[config.mk]
export PLATFORM = sky130hd
export DESIGN_NAME = pwrdn_rst_ctrl
export DESIGN_NICKNAME = d
export VERILOG_FILES = /design/src/rtl/pwrdn_rst_pkg.sv /design/src/rtl/pwrdn_rst_sync.sv /design/src/rtl/pwrdn_ctrl_reg.sv /design/src/rtl/pwrdn_clk_gate_ctl.sv /design/src/rtl/pwrdn_mode_latch.sv /design/src/rtl/pwrdn_rst_ctrl.sv
export SDC_FILE = /design/constraint.sdc
export NUM_CORES = 1
export LEC_CHECK = 0
export CAP_MARGIN = 20
export CORE_MARGIN = 2
export CORE_UTILIZATION = 35
export CTS_BUF_LIST = sky130_fd_sc_hd__clkbuf_8 sky130_fd_sc_hd__clkbuf_16
export DETAILED_ROUTE_END_ITERATION = 12
export GPL_ROUTABILITY_DRIVEN = 0
export PLACE_DENSITY = 0.74
export SLEW_MARGIN = 20
export SYNTH_ARGS = -nofsm -noshare
export SYNTH_HDL_FRONTEND = slang
export SYNTH_SLANG_ARGS = --single-unit
export TNS_END_PERCENT = 10
[constraint.sdc]
create_clock -name clk -period 1.26 [get_ports clk]
set_input_delay 0.189 -clock clk [delete_from_list [all_inputs] [get_ports clk]]
set_output_delay 0.189 -clock clk [all_outputs]
set_load 0.005 [all_outputs]
[src/rtl/pwrdn_rst_pkg.sv]
package pwrdn_rst_pkg;

   typedef enum logic [1:0] {
      MODE_FIRST  = 2'b00,
      MODE_SECOND = 2'b01,
      MODE_THIRD  = 2'b10
   } op_mode_e;

   // identity strap has priority over the encoding strap
   function automatic op_mode_e decode_straps(input logic id, input logic enc);
      if (id)
         return MODE_FIRST;
      else if (enc)
         return MODE_SECOND;
      else
         return MODE_THIRD;
   endfunction

endpackage

[src/rtl/pwrdn_rst_sync.sv]
module pwrdn_rst_sync #(
   parameter int STAGES = 2
) (
   input  logic clk,
   input  logic hw_reset,
   output logic core_rst_hw,
   output logic release_pulse
);
   if (STAGES < 2) begin : g_bad_stages
      $error("pwrdn_rst_sync: STAGES must be at least 2");
   end

   logic [STAGES-1:0] sync_q;

   // asserts asynchronously, releases through the chain
   always_ff @(posedge clk or posedge hw_reset) begin
      if (hw_reset)
         sync_q <= '1;
      else
         sync_q <= {sync_q[STAGES-2:0], 1'b0};
   end

   assign core_rst_hw   = sync_q[STAGES-1];
   assign release_pulse = sync_q[STAGES-1] & ~sync_q[STAGES-2];
endmodule

[src/rtl/pwrdn_ctrl_reg.sv]
module pwrdn_ctrl_reg #(
   parameter int REG_W    = 8,
   parameter int SRST_BIT = 7
) (
   input  logic             clk,
   input  logic             hw_reset,
   input  logic             wr_en,
   input  logic [REG_W-1:0] wr_data,
   output logic [REG_W-1:0] reg_q
);
   if (SRST_BIT >= REG_W) begin : g_bad_srst
      $error("pwrdn_ctrl_reg: SRST_BIT outside register");
   end

   // clocked by the free-running host clock; cleared directly by the pin
   always_ff @(posedge clk or posedge hw_reset) begin
      if (hw_reset)
         reg_q <= '0;
      else if (wr_en)
         reg_q <= wr_data;
      else
         reg_q[SRST_BIT] <= 1'b0;
   end
endmodule

[src/rtl/pwrdn_clk_gate_ctl.sv]
module pwrdn_clk_gate_ctl #(
   parameter bit HAS_OSC_PD = 1'b1
) (
   input  logic pd_bit,
   input  logic osc_pd_bit,
   input  logic ext_osc_sel,
   output logic osc_run,
   output logic buf_run,
   output logic clk_en
);
   assign buf_run = ~pd_bit;

   if (HAS_OSC_PD) begin : g_osc_pd
      assign osc_run = ~osc_pd_bit;
      assign clk_en  = buf_run & (osc_run | ext_osc_sel);
   end else begin : g_no_osc_pd
      logic unused_osc;
      assign unused_osc = osc_pd_bit ^ ext_osc_sel;
      assign osc_run    = 1'b1;
      assign clk_en     = buf_run;
   end
endmodule

[src/rtl/pwrdn_mode_latch.sv]
module pwrdn_mode_latch
   import pwrdn_rst_pkg::*;
(
   input  logic     clk,
   input  logic     hw_reset,
   input  logic     core_rst_hw,
   input  logic     release_pulse,
   input  logic     strap_id,
   input  logic     strap_enc,
   input  logic     clk_en,
   input  logic     cmd_wr,
   input  logic     cmd_perp,
   input  logic     cmd_apd,
   output op_mode_e op_mode,
   output logic     perp_mode,
   output logic     auto_pd
);
   always_ff @(posedge clk or posedge hw_reset) begin
      if (hw_reset)
         op_mode <= MODE_FIRST;
      else if (release_pulse)
         op_mode <= decode_straps(strap_id, strap_enc);
   end

   // flags belong to the gated core: only hardware reset clears them
   always_ff @(posedge clk or posedge hw_reset) begin
      if (hw_reset) begin
         perp_mode <= 1'b0;
         auto_pd   <= 1'b0;
      end else if (core_rst_hw) begin
         perp_mode <= 1'b0;
         auto_pd   <= 1'b0;
      end else if (cmd_wr && clk_en) begin
         perp_mode <= cmd_perp;
         auto_pd   <= cmd_apd;
      end
   end
endmodule

[src/rtl/pwrdn_rst_ctrl.sv]
module pwrdn_rst_ctrl
   import pwrdn_rst_pkg::*;
#(
   parameter int REG_W       = 8,
   parameter int OSC_PD_BIT  = 5,
   parameter int PD_BIT      = 6,
   parameter int SRST_BIT    = 7,
   parameter int SYNC_STAGES = 2,
   parameter bit HAS_OSC_PD  = 1'b1
) (
   input  logic             clk,
   input  logic             hw_reset,
   input  logic             wr_en,
   input  logic [REG_W-1:0] wr_data,
   output logic [REG_W-1:0] rd_data,
   input  logic             ext_osc_sel,
   input  logic             strap_id,
   input  logic             strap_enc,
   input  logic             cmd_wr,
   input  logic             cmd_perp,
   input  logic             cmd_apd,
   output logic             osc_run,
   output logic             buf_run,
   output logic             core_clk_en,
   output logic             core_rst,
   output logic [1:0]       op_mode,
   output logic             perp_mode,
   output logic             auto_pd
);
   localparam int MAX_BIT = REG_W - 1;

   if (OSC_PD_BIT > MAX_BIT || PD_BIT > MAX_BIT || SRST_BIT > MAX_BIT) begin : g_bad_pos
      $error("pwrdn_rst_ctrl: control bit outside register");
   end
   if (OSC_PD_BIT == PD_BIT || OSC_PD_BIT == SRST_BIT || PD_BIT == SRST_BIT) begin : g_overlap
      $error("pwrdn_rst_ctrl: control bits overlap");
   end

   logic [REG_W-1:0] reg_q;
   logic             hw_rst_core;
   logic             release_pulse;
   op_mode_e         mode_q;

   pwrdn_rst_sync #(
      .STAGES(SYNC_STAGES)
   ) u_sync (
      .clk          (clk),
      .hw_reset     (hw_reset),
      .core_rst_hw  (hw_rst_core),
      .release_pulse(release_pulse)
   );

   pwrdn_ctrl_reg #(
      .REG_W   (REG_W),
      .SRST_BIT(SRST_BIT)
   ) u_reg (
      .clk     (clk),
      .hw_reset(hw_reset),
      .wr_en   (wr_en),
      .wr_data (wr_data),
      .reg_q   (reg_q)
   );

   pwrdn_clk_gate_ctl #(
      .HAS_OSC_PD(HAS_OSC_PD)
   ) u_gate (
      .pd_bit     (reg_q[PD_BIT]),
      .osc_pd_bit (reg_q[OSC_PD_BIT]),
      .ext_osc_sel(ext_osc_sel),
      .osc_run    (osc_run),
      .buf_run    (buf_run),
      .clk_en     (core_clk_en)
   );

   pwrdn_mode_latch u_mode (
      .clk          (clk),
      .hw_reset     (hw_reset),
      .core_rst_hw  (hw_rst_core),
      .release_pulse(release_pulse),
      .strap_id     (strap_id),
      .strap_enc    (strap_enc),
      .clk_en       (core_clk_en),
      .cmd_wr       (cmd_wr),
      .cmd_perp     (cmd_perp),
      .cmd_apd      (cmd_apd),
      .op_mode      (mode_q),
      .perp_mode    (perp_mode),
      .auto_pd      (auto_pd)
   );

   assign rd_data  = reg_q;
   assign core_rst = hw_rst_core | reg_q[SRST_BIT];
   assign op_mode  = mode_q;
endmodule

==> out/metrics.yaml <==
layout:
  n_fill_cell: 141
  syn2layout_area_growth_pct: 68.9
  diodes: 0
  drive_above_1_share_pct: 25.3
  nets: 105
  final_util_pct: 64.4
global_route:
  antenna_found_initial: 0
  grt_pass1_wl_um: 2080
  grt_overflow: 0
  grt_pass1_vias: 516
  grt_max_degree: 9
  grt_use_total_pct: 15.0
placement:
  hpwl_um: 977
  port_buffers: 32
floorplan:
  die_h_um: 45.0
  num_rows: 14
  core_area_mm2: 0.00154
  dieArea_mm2: 0.00202
  io_pins: 33
  fp.dieW_um: 45.0
  initial_core_util_pct: 38.1
sta:
  whs_ns: 0.189
  finalCritPeriodShare_pct: 95.8
  rsz0062_at_grt: "no"
  finalHoldViolCount: 0
  fmax_mhz: 828
  finClkSkew_ns: 0.00207
  setup_viol: 0
  drv_slew: 0
  period_needed_ns: 1.21
power_and_ir_drop:
  leakagePower_nw: 0.478
  powerDensity_mw_per_mm2: 1160
  ir_worst_vdd_mv: 0.870
drt:
  drt-vias-per-instance: 4.53
  dr.first_iter.drc_count: 1
  drtPass1Iterations: 2
  wirelength_met1_um: 440
  wl_met3_um: 108
  wl_met2_um: 623
  routedWlPerCell_um: 11.5
  drc_errors: 0
  vias: 467
  highest_layer: "met4"
  final_antenna_net_count: 0
  finalWirelength_um: 1190
synthesis:
  ys_warn_count: 0
  syn_nets: 64
  ys_ff_latch: 14
  synth-seq-area-share_pct: 60.0
  synth_area_per_cell_um2: 12.5
  synth_cell_types: 17
  syn_inst: 47
  syn_area_um2: 588
setup_path:
  endpoint_kind: "output port"
  cp_data_required_time_ns: 1.07
  path_class: "flip-flop to output port"
  cp-start-kind: "flip-flop"
  regToRegSetupSlack_ns: 0.12
  cp.arrival_ns: 1.02
  worstPathMaxFanout: 2
clocking:
  cts_tree: "built"
  cts-htree-levels: 1
  cts_sinks: 14
  clk_pin_slew_ns: 0.06
  numCtsBuffers: 3
  clk_latency_ns: 0.24
  cts-root-buf: "clkbuf_8"
  cts_max_path_buffers: 2
job:
  maxCapViolations: 0
outcome:
  status: "finished, final reports clean"
hold_path:
  hold_class: "input port to asynchronous set/reset pin"
## flip-flops by register name (all words and copies together), names as in the netlist
register	cells
u_mode.auto_pd	1
u_sync.sync_q	2
u_mode.op_mode	2
u_mode.perp_mode	1
u_reg.reg_q	8
## cell type report
type,instances,area [um^2],share of cell area [%]
sequential,14,353,35.5
clock buffer,4,55.1,5.54
timing repair buffer,39,350,35.3
tap,16,20.0,2.02
inverter,3,11.3,1.13
multi-input combinational,27,204,20.5
## Yosys cell counts, drive strengths merged
library cell,n,area [um^2]
conb,1,3.75
dfrtp,12,300
o31ai,1,7.51
inv,3,11.3
nor3b,1,18.8
and2,1,6.26
o21ai,3,15.0
nand2b,6,37.5
buf,3,20.0
dfstp,2,52.6
or2,1,6.26
mux2,5,56.3
nor2b,1,13.8
mux2i,2,20.0
nor2,1,3.75
nand2,4,15.0
## cell usage in the layout (no fill, tap or decap)
cell type        instances
o31ai_1                  1
clkdlybuf4s50_1         15
dfstp_2                  2
or2_2                    1
clkbuf_2                 1
dfrtp_1                 12
nor2_1                   1
mux2i_1                  2
dlygate4sd2_1           14
clkdlybuf4s15_1          2
and2_1                   1
nor2b_4                  1
buf_4                    7
inv_1                    3
o21ai_0                  3
clkbuf_8                 4
mux2_2                   5
conb_1                   1
nor3b_4                  1
nand2b_1                 6
nand2_1                  4
## where the power goes
group	total [mW]	internal [mW]	switching, mW
sequential	0.509	0.490	0.0189
combinational	0.212	0.141	0.0711
clock	0.431	0.276	0.154
## per-layer routing
metal / vias to the layer above / track usage [%]
li1: 229 / -
met1: 213 / 14.8
met2: 23 / 26.6
met3: 2 / 4.40
met4: 0 / 10.6
met5: - / 0
## repair_timing
item,CTS,global route
endpoints found under the setup margin,16,3
resized for setup,18,3
buffers inserted,1,0
hold buffers,0,0
## worst paths after layout
| path | startpoint | endpoint | depth (start not counted) |
|---|---|---|---|
| min in group clk | u_sync.sync_q[0] | u_sync.sync_q[1] | 0 |
| worst min-delay path | hw_reset | u_reg.reg_q[1] | 2 |
| worst max register to register | u_reg.reg_q[5] | u_mode.perp_mode | 4 |
| worst min register to register | u_sync.sync_q[0] | u_sync.sync_q[1] | 0 |
| max in group asynchronous | hw_reset | u_reg.reg_q[5] | 3 |
| worst max-delay path | u_reg.reg_q[5] | core_clk_en | 3 |
## metrics by stage
stage	TNS (ns)	setup slack [ns]	area (um^2)	power, mW	cells
after floorplan	0	0.300	588	0.599	47
after global placement	-0.705	-0.236	953	0.756	98
after detailed placement	-0.840	-0.250	953	0.763	98
after CTS	-0.0407	-0.0407	996	1.18	103
after global routing	0	0.00481	993	1.21	103
final	0	0.0526	993	1.15	103
## critical path: stages, from the launching register on
cell	delay, ns
dfrtp_1	0.37
nor2b_4	0.13
nor2_1	0.07
clkdlybuf4s15_1	0.20
## cell families (layout without fill, tap and decap cells)
logic type / after synthesis / in the layout / share of synthesized area [%]
AO/OA/AOI/OAI: 4 / 4 / 3.83
buffers and inverters: 6 / 46 / 5.32
flip-flops: 14 / 14 / 60.0
multiplexers: 7 / 7 / 13.0
other: 1 / 1 / 0.638
AND/OR/NAND/NOR: 15 / 15 / 17.2
Power figures use the tool's default switching activity.
